`config.mk`:
```
export PLATFORM = sky130hd
export DESIGN_NAME = i2cRegTarget
export DESIGN_NICKNAME = d
export VERILOG_FILES = /design/src/rtl/i2cTgtPkg.sv /design/src/rtl/i2cTgtDatapath.sv /design/src/rtl/i2cTgtControl.sv /design/src/rtl/i2cRegTarget.sv
export SDC_FILE = /design/constraint.sdc
export NUM_CORES = 1
export LEC_CHECK = 0
export ABC_CLOCK_PERIOD_IN_PS = 2800
export BUFFER_PORTS_ARGS = -buffer_cell sky130_fd_sc_hd__buf_2
export CORE_AREA = 5 5 100 102
export CTS_BUF_LIST = sky130_fd_sc_hd__clkbuf_16
export DETAILED_ROUTE_END_ITERATION = 10
export DIE_AREA = 0 0 105 107
export PLACE_DENSITY_LB_ADDON = 0.12
export SYNTH_ARGS = -nofsm -noshare
export SYNTH_HDL_FRONTEND = slang
export SYNTH_SLANG_ARGS = --single-unit
export TNS_END_PERCENT = 100
```
`constraint.sdc`:
```
create_clock -name clk -period 2.8 [get_ports clk]
set_input_delay 0.28 -clock clk [delete_from_list [all_inputs] [get_ports clk]]
set_output_delay 0.28 -clock clk [all_outputs]
set_load 0.01 [all_outputs]
```
`src/rtl/i2cTgtPkg.sv`:
```
package i2cTgtPkg;

  typedef enum logic [3:0] {
    ST_IDLE, ST_ADDR, ST_ADDR_ACK, ST_CMD, ST_CMD_ACK,
    ST_WR, ST_WR_ACK, ST_RD, ST_RD_ACK, ST_IGNORE
  } tgtState_e;

  // strobes from control to datapath
  typedef struct packed {
    logic clrCnt;
    logic loadPtr;
    logic incPtr;
    logic loadTx;
    logic shiftTx;
    logic setAck;
    logic clrAck;
    logic wrStrobe;
    logic txEn;
  } ctlStrobe_t;

  // conditions from datapath to control
  typedef struct packed {
    logic sclRise;
    logic sclFall;
    logic startEv;
    logic stopEv;
    logic timeoutEv;
    logic byteDone;
    logic addrMatch;
    logic rwBit;
    logic cmdOk;
    logic ptrWritable;
    logic sdaBit;
  } dpStatus_t;

endpackage

```
`src/rtl/i2cTgtDatapath.sv`:
```
module i2cTgtDatapath
  import i2cTgtPkg::*;
#(
  parameter logic [6:0] TGT_ADDR    = 7'h55,
  parameter int         LAST_REG    = 107,
  parameter int         TIMEOUT_CYC = 4096,
  parameter int         FAULT_GRACE = 8
) (
  input  logic                clk,
  input  logic                rstN,
  input  logic                sclIn,
  input  logic                sdaIn,
  input  ctlStrobe_t          ctl,
  input  logic [LAST_REG:0]   roMask,
  input  logic [7:0]          regRdData,
  output dpStatus_t           st,
  output logic [7:0]          regAddr,
  output logic [7:0]          regWrData,
  output logic                regWrEn,
  output logic                sdaPullDn,
  output logic                busFault
);
  localparam int         NUM_REGS  = LAST_REG + 1;
  localparam int         IDXW      = $clog2(NUM_REGS);
  localparam int         FAULT_CYC = TIMEOUT_CYC + FAULT_GRACE;
  localparam int         TOW       = $clog2(FAULT_CYC + 1);
  localparam logic [7:0] LAST_PTR  = 8'(LAST_REG);

  logic [1:0] sclSync, sdaSync;
  logic       sclPrev, sdaPrev;
  logic       sclS, sdaS;
  logic [3:0] bitCnt;
  logic [7:0] rxShift, txShift, ptr, rdByte;
  logic       ackDrive;

  assign sclS = sclSync[1];
  assign sdaS = sdaSync[1];

  always_ff @(posedge clk or negedge rstN) begin
    if (!rstN) begin
      sclSync <= 2'b11;
      sdaSync <= 2'b11;
      sclPrev <= 1'b1;
      sdaPrev <= 1'b1;
    end else begin
      sclSync <= {sclSync[0], sclIn};
      sdaSync <= {sdaSync[0], sdaIn};
      sclPrev <= sclS;
      sdaPrev <= sdaS;
    end
  end

  // bit counter, receive shifter, transmit shifter, pointer, ack drive
  always_ff @(posedge clk or negedge rstN) begin
    if (!rstN) begin
      bitCnt   <= '0;
      rxShift  <= '0;
      txShift  <= '1;
      ptr      <= '0;
      ackDrive <= 1'b0;
    end else begin
      if (ctl.clrCnt)                        bitCnt <= '0;
      else if (st.sclRise && !st.byteDone)   bitCnt <= bitCnt + 4'd1;
      if (st.sclRise)                        rxShift <= {rxShift[6:0], sdaS};
      if (ctl.loadTx)                        txShift <= rdByte;
      else if (ctl.shiftTx)                  txShift <= {txShift[6:0], 1'b1};
      if (ctl.loadPtr)                       ptr <= rxShift;
      else if (ctl.incPtr)                   ptr <= ptr + 8'd1;
      if (ctl.clrAck)                        ackDrive <= 1'b0;
      else if (ctl.setAck)                   ackDrive <= 1'b1;
    end
  end

  assign rdByte = (ptr <= LAST_PTR) ? regRdData : 8'hFF;

  always_comb begin
    if (ptr <= LAST_PTR) st.ptrWritable = ~roMask[ptr[IDXW-1:0]];
    else                 st.ptrWritable = 1'b0;
  end

  assign st.sclRise   = sclS & ~sclPrev;
  assign st.sclFall   = ~sclS & sclPrev;
  assign st.startEv   = sclS & sclPrev & sdaPrev & ~sdaS;
  assign st.stopEv    = sclS & sclPrev & ~sdaPrev & sdaS;
  assign st.byteDone  = (bitCnt == 4'd8);
  assign st.addrMatch = (rxShift[7:1] == TGT_ADDR);
  assign st.rwBit     = rxShift[0];
  assign st.cmdOk     = (rxShift <= LAST_PTR);
  assign st.sdaBit    = sdaS;

  // one low-time watchdog per line
  logic [1:0] lineHigh, hitTimeout, hitFault;
  assign lineHigh = {sclS, sdaS};

  for (genvar g = 0; g < 2; g++) begin : gLineTimer
    logic [TOW-1:0] lowCnt;
    always_ff @(posedge clk or negedge rstN) begin
      if (!rstN)                            lowCnt <= '0;
      else if (lineHigh[g])                 lowCnt <= '0;
      else if (lowCnt != TOW'(FAULT_CYC))   lowCnt <= lowCnt + 1'b1;
    end
    assign hitTimeout[g] = (lowCnt == TOW'(TIMEOUT_CYC));
    assign hitFault[g]   = (lowCnt == TOW'(FAULT_CYC));
  end

  assign st.timeoutEv = |hitTimeout;
  assign busFault     = |hitFault;

  assign regAddr   = ptr;
  assign regWrData = rxShift;
  assign regWrEn   = ctl.wrStrobe;
  assign sdaPullDn = ackDrive | (ctl.txEn & ~txShift[7]);

endmodule

```
`src/rtl/i2cTgtControl.sv`:
```
module i2cTgtControl
  import i2cTgtPkg::*;
(
  input  logic       clk,
  input  logic       rstN,
  input  dpStatus_t  st,
  output ctlStrobe_t ctl
);
  tgtState_e state, nxt;
  logic      rwFlag, hostAck;

  always_ff @(posedge clk or negedge rstN) begin
    if (!rstN) begin
      state   <= ST_IDLE;
      rwFlag  <= 1'b0;
      hostAck <= 1'b0;
    end else begin
      state <= nxt;
      if (state == ST_ADDR && st.sclFall && st.byteDone) rwFlag  <= st.rwBit;
      if (state == ST_RD_ACK && st.sclRise)              hostAck <= ~st.sdaBit;
    end
  end

  always_comb begin
    ctl      = '0;
    nxt      = state;
    ctl.txEn = (state == ST_RD);
    if (st.timeoutEv || st.stopEv) begin
      nxt        = ST_IDLE;
      ctl.clrAck = 1'b1;
    end else if (st.startEv) begin
      nxt        = ST_ADDR;
      ctl.clrCnt = 1'b1;
      ctl.clrAck = 1'b1;
    end else begin
      unique case (state)
        ST_ADDR: if (st.sclFall && st.byteDone) begin
          ctl.clrCnt = 1'b1;
          if (st.addrMatch) begin
            ctl.setAck = 1'b1;
            nxt        = ST_ADDR_ACK;
          end else nxt = ST_IGNORE;
        end
        ST_ADDR_ACK: if (st.sclFall) begin
          ctl.clrAck = 1'b1;
          ctl.clrCnt = 1'b1;
          if (rwFlag) begin
            ctl.loadTx = 1'b1;
            nxt        = ST_RD;
          end else nxt = ST_CMD;
        end
        ST_CMD: if (st.sclFall && st.byteDone) begin
          ctl.clrCnt = 1'b1;
          if (st.cmdOk) begin
            ctl.loadPtr = 1'b1;
            ctl.setAck  = 1'b1;
            nxt         = ST_CMD_ACK;
          end else nxt = ST_IGNORE;
        end
        ST_CMD_ACK, ST_WR_ACK: if (st.sclFall) begin
          ctl.clrAck = 1'b1;
          ctl.clrCnt = 1'b1;
          nxt        = ST_WR;
        end
        ST_WR: if (st.sclFall && st.byteDone) begin
          ctl.clrCnt = 1'b1;
          if (st.ptrWritable) begin
            ctl.wrStrobe = 1'b1;
            ctl.incPtr   = 1'b1;
            ctl.setAck   = 1'b1;
            nxt          = ST_WR_ACK;
          end else nxt = ST_IGNORE;
        end
        ST_RD: if (st.sclFall) begin
          if (st.byteDone) begin
            ctl.clrCnt = 1'b1;
            nxt        = ST_RD_ACK;
          end else ctl.shiftTx = 1'b1;
        end
        ST_RD_ACK: begin
          if (st.sclRise && !st.sdaBit) ctl.incPtr = 1'b1;
          if (st.sclFall) begin
            ctl.clrCnt = 1'b1;
            if (hostAck) begin
              ctl.loadTx = 1'b1;
              nxt        = ST_RD;
            end else nxt = ST_IGNORE;
          end
        end
        default: ;
      endcase
    end
  end

endmodule

```
`src/rtl/i2cRegTarget.sv`:
```
module i2cRegTarget
  import i2cTgtPkg::*;
#(
  parameter logic [6:0] TGT_ADDR    = 7'h55,
  parameter int         LAST_REG    = 107,
  parameter int         TIMEOUT_CYC = 4096,
  parameter int         FAULT_GRACE = 8
) (
  input  logic              clk,
  input  logic              rstN,
  input  logic              sclIn,
  input  logic              sdaIn,
  output logic              sclPullDn,
  output logic              sdaPullDn,
  output logic [7:0]        regAddr,
  output logic [7:0]        regWrData,
  output logic              regWrEn,
  input  logic [7:0]        regRdData,
  input  logic [LAST_REG:0] roMask,
  output logic              busFault
);
  ctlStrobe_t ctl;
  dpStatus_t  st;

  assign sclPullDn = 1'b0;

  i2cTgtControl uCtl (
    .clk  (clk),
    .rstN (rstN),
    .st   (st),
    .ctl  (ctl)
  );

  i2cTgtDatapath #(
    .TGT_ADDR    (TGT_ADDR),
    .LAST_REG    (LAST_REG),
    .TIMEOUT_CYC (TIMEOUT_CYC),
    .FAULT_GRACE (FAULT_GRACE)
  ) uDp (
    .clk       (clk),
    .rstN      (rstN),
    .sclIn     (sclIn),
    .sdaIn     (sdaIn),
    .ctl       (ctl),
    .roMask    (roMask),
    .regRdData (regRdData),
    .st        (st),
    .regAddr   (regAddr),
    .regWrData (regWrData),
    .regWrEn   (regWrEn),
    .sdaPullDn (sdaPullDn),
    .busFault  (busFault)
  );

endmodule

```
==> impl_metrics.csv <==
group,metric,value,unit
synth,avgSynthCellArea,9.43,um2
cts,clock-root-buffer,"clkbuf_16",
synth,syn_nets,607,
floorplanning,fp.coreArea,9020,um2
worst_setup_path,crit_chain,"buf_4 -> buf_12 -> mux4_2 -> a221oi_4 -> or3_1 -> a22o_1 -> nand2_2 -> nor3_2 -> buf_2",
floorplanning,fp.dieH,107,um
timing,worst_slack,-0.0542,ns
grt,grt_max_degree,34,
final_layout,seq_area,1700,um2
grt,grt_pass1_wl,20300,um
routing,drt_first_pass_iters,5,
status,status,"complete, but fails checks",
power_and_ir_drop,powerDensity,701,nW/um2
final_layout,fin_nets,750,
routing,ant_nets,0,
cts,cts.path.max_buffers,2,
synth,synthArstFlopShare,1.00,
cts,clk_latency,0.33,ns
grt,grt_remaining_overflow,0,
cts,path_clk_slew,0.06,ns
grt,antenna_found_initial,0,
grt,grt_pass1_vias,4163,
final_layout,multi_input_area,2670,um2
timing,fin_hold_ws,0.0383,ns
place,numPortBuffers,138,
grt,use_met1,0.260,
grt,grt.busiest_layer,"met2",
timing,tightest_slew,0.778,ns
synth,synth_edf_count,0,
grt,track_usage,0.221,
final_layout,stdcell_area,5790,um2
power_and_ir_drop,peakVddDrop,0.450,mV
final_layout,fillCellCount,772,
worst_setup_path,worst_path_max_delay_cell,"mux4_2",
grt,use_met2,0.393,
synth,synth-seq-area-share,0.374,
place,dpl-instance-area,5330,um2
timing,clock-skew-final,0.00858,ns
synth,ys_types,64,
final_layout,n_antenna_cell,0,
timing,finalCriticalPeriod,2.85,ns
synth,yosys.area.top_type_share,0.293,
routing,vias_per_cell,5.75,
floorplanning,row_count,35,
worst_setup_path,critical_path_required,2.52,ns
cts,cts_sinks,67,
synth,synth.area.top_cells,"dfrtp_1, mux4_2, dfstp_2",
cts,hold_buffers,0,
synth,ys.warnings.count,0,
timing,maxSlewViolCount,0,
synth,yosysTopAreaCell,"dfrtp_1",
power_and_ir_drop,p_leak,2.74,nW
timing,setup_viol_count_final,1,
final_layout,drive_gt1_frac,0.374,
synth,syn_inst,480,
routing,drc,0,
job,max-cap-violations,0,
grt,grt_use_met3,0.0626,
floorplanning,ios,140,
routing,wl,12500,um
floorplanning,die-width,105,um
floorplanning,die_area,11200,um2
synth,netlist_area,4530,um2
place,hpwl,9570,um
cts,h-tree-depth,3,
status,violations,"setup timing",
timing,finalHoldViolCount,0,
routing,first_iter_violations,217,
floorplanning,initial_core_util,0.502,
worst_hold_path,worst_hold_path_type,"in -> async",
cts,cts_tree,"done",
timing,slew_headroom,0.481,
timing,rsz0062_at_grt,"yes",
worst_setup_path,crit_fanout,7,
place,place_congestion,0.902,
final_layout,area.growth.synth_to_final,28.0,%
worst_setup_path,crit_path_end_kind,"output pin",
synth,ys_ff_latch,67,
cts,numCtsBuffers,9,
worst_setup_path,critPathArrivalTime,2.57,ns
worst_setup_path,critPathLaunchType,"flop",
final_layout,layout.cells.most_common,"buf_2",
timing,clock.fmax,350,MHz
routing,wl_per_cell,17.0,um
final_layout,postLayoutCoreUtil,0.642,
final_layout,final_cell_mix,"buf_2, nand2_1, dfrtp_1, nor2_1, nand3_1",
worst_setup_path,path_class,"reg -> out",
worst_setup_path,max_stage_delay,0.53,ns
routing,vias,4246,
place,pre_cts_ws,-0.0630,ns
timing,post-route-period-util,1.02,
synth,synth_ff_type,"dfrtp_1",
-- layer usage --
metal,vias to the layer above,part of all wire,wire length [um]
li1,2043,-,-
met1,2021,0.39,4900
met2,169,0.52,6520
met3,13,0.078,975
met4,0,0.011,134
met5,-,0,0
-- layout make-up --
class	count	share of cell area
sequential	67	0.293
multi-input combinational	369	0.462
clock inverter	7	0.0121
tap	111	0.0240
timing repair buffer	164	0.163
clock buffer	9	0.0389
inverter	12	0.00778
-- flip-flops by register name, summed over array words and instances (netlist names) --
signal and flops:
uDp.gLineTimer.lowCnt 26, uDp.regAddr 8, uDp.regWrData 8, uDp.txShift 8
uCtl.state 4, uDp.bitCnt 4, uDp.sclSync 2, uDp.sdaSync 2
uCtl.hostAck 1, uCtl.rwFlag 1, uDp.ackDrive 1, uDp.sclPrev 1
uDp.sdaPrev 1
-- cell usage after synthesis (3+ instances only) --
library cell and instances:
nand2b_1 3, nand4b_1 5, a221oi_1 4, nor3_1 10
ha_1 7, mux2_2 3, o21ai_0 17, clkbuf_1 20
nand2_1 69, and2_1 5, a21o_1 3, xnor2_1 6
a21oi_1 16, mux2i_1 18, or3_1 4, nand3_1 24
dfrtp_1 53, inv_1 11, xor2_1 18, buf_6 3
nor4_1 4, mux4_2 21, nor2b_1 9, nand4_1 9
dfstp_2 14, a31oi_1 7, nor2_1 49, and3_1 8
nor4bb_1 4, o221ai_1 4, a211oi_1 6, buf_2 4
-- metrics by stage --
step | cells | setup TNS (ns) | power, mW
floorplan | 480 | 0 | 2.39
global placement | 716 | 0 | 2.74
detailed placement | 716 | -0.137 | 2.77
CTS | 737 | -0.103 | 3.99
global route | 739 | -0.233 | 4.31
finish | 739 | -0.0542 | 4.06
-- cell families (layout without fill, tap and decap cells) --
family | count (synthesis) | in the layout | share of synthesized area
compound gates | 82 | 82 | 0.126
xor+xnor | 24 | 24 | 0.0464
other cells | 1 | 1 | 0.000828
flops | 67 | 67 | 0.374
buf+inv | 44 | 192 | 0.0514
mux | 42 | 42 | 0.152
simple gates | 213 | 213 | 0.230
fa+ha+maj | 7 | 7 | 0.0193
-- report_power, final --
group / internal (mW) / switching (mW)
clock: 0.688 / 0.416
sequential: 1.15 / 0.186
combinational: 0.819 / 0.797
-- path summary, 6_finish.rpt --
| kind | endpoint | start | depth (start not counted) | slack, ns |
|---|---|---|---|---|
| min in group clk | uDp.sclSync[0] | sclIn | 1 | 0.06 |
| hold reg to reg | uDp.sclSync[1] | uDp.sclSync[0] | 0 | 0.36 |
| hold / removal | uDp.regWrData[5] | rstN | 1 | 0.04 |
| setup / recovery | regWrEn | uDp.regAddr[0] | 9 | -0.05 |
| max in group asynchronous | uDp.sclSync[1] | rstN | 2 | 1.96 |
| setup reg to reg | uCtl.state[3] | uDp.regAddr[0] | 11 | 0.08 |
-- worst max-delay path: cells and delay by family, from the launching register on --
| kind | cells | cell delay [ns] |
|---|---|---|
| flops | 1 | 0.37 |
| buf+inv | 3 | 0.49 |
| mux | 1 | 0.53 |
| compound gates | 2 | 0.51 |
| simple gates | 3 | 0.35 |
-- what timing repair did --
item | CTS | global route
pin swaps | 4 | 7
setup endpoints to repair | 8 | 16
resized for setup | 5 | 13
hold endpoints to repair | 0 | 0
buffers inserted | 4 | 1
cloned | 1 | 1
(Power assumes the default switching activity.)
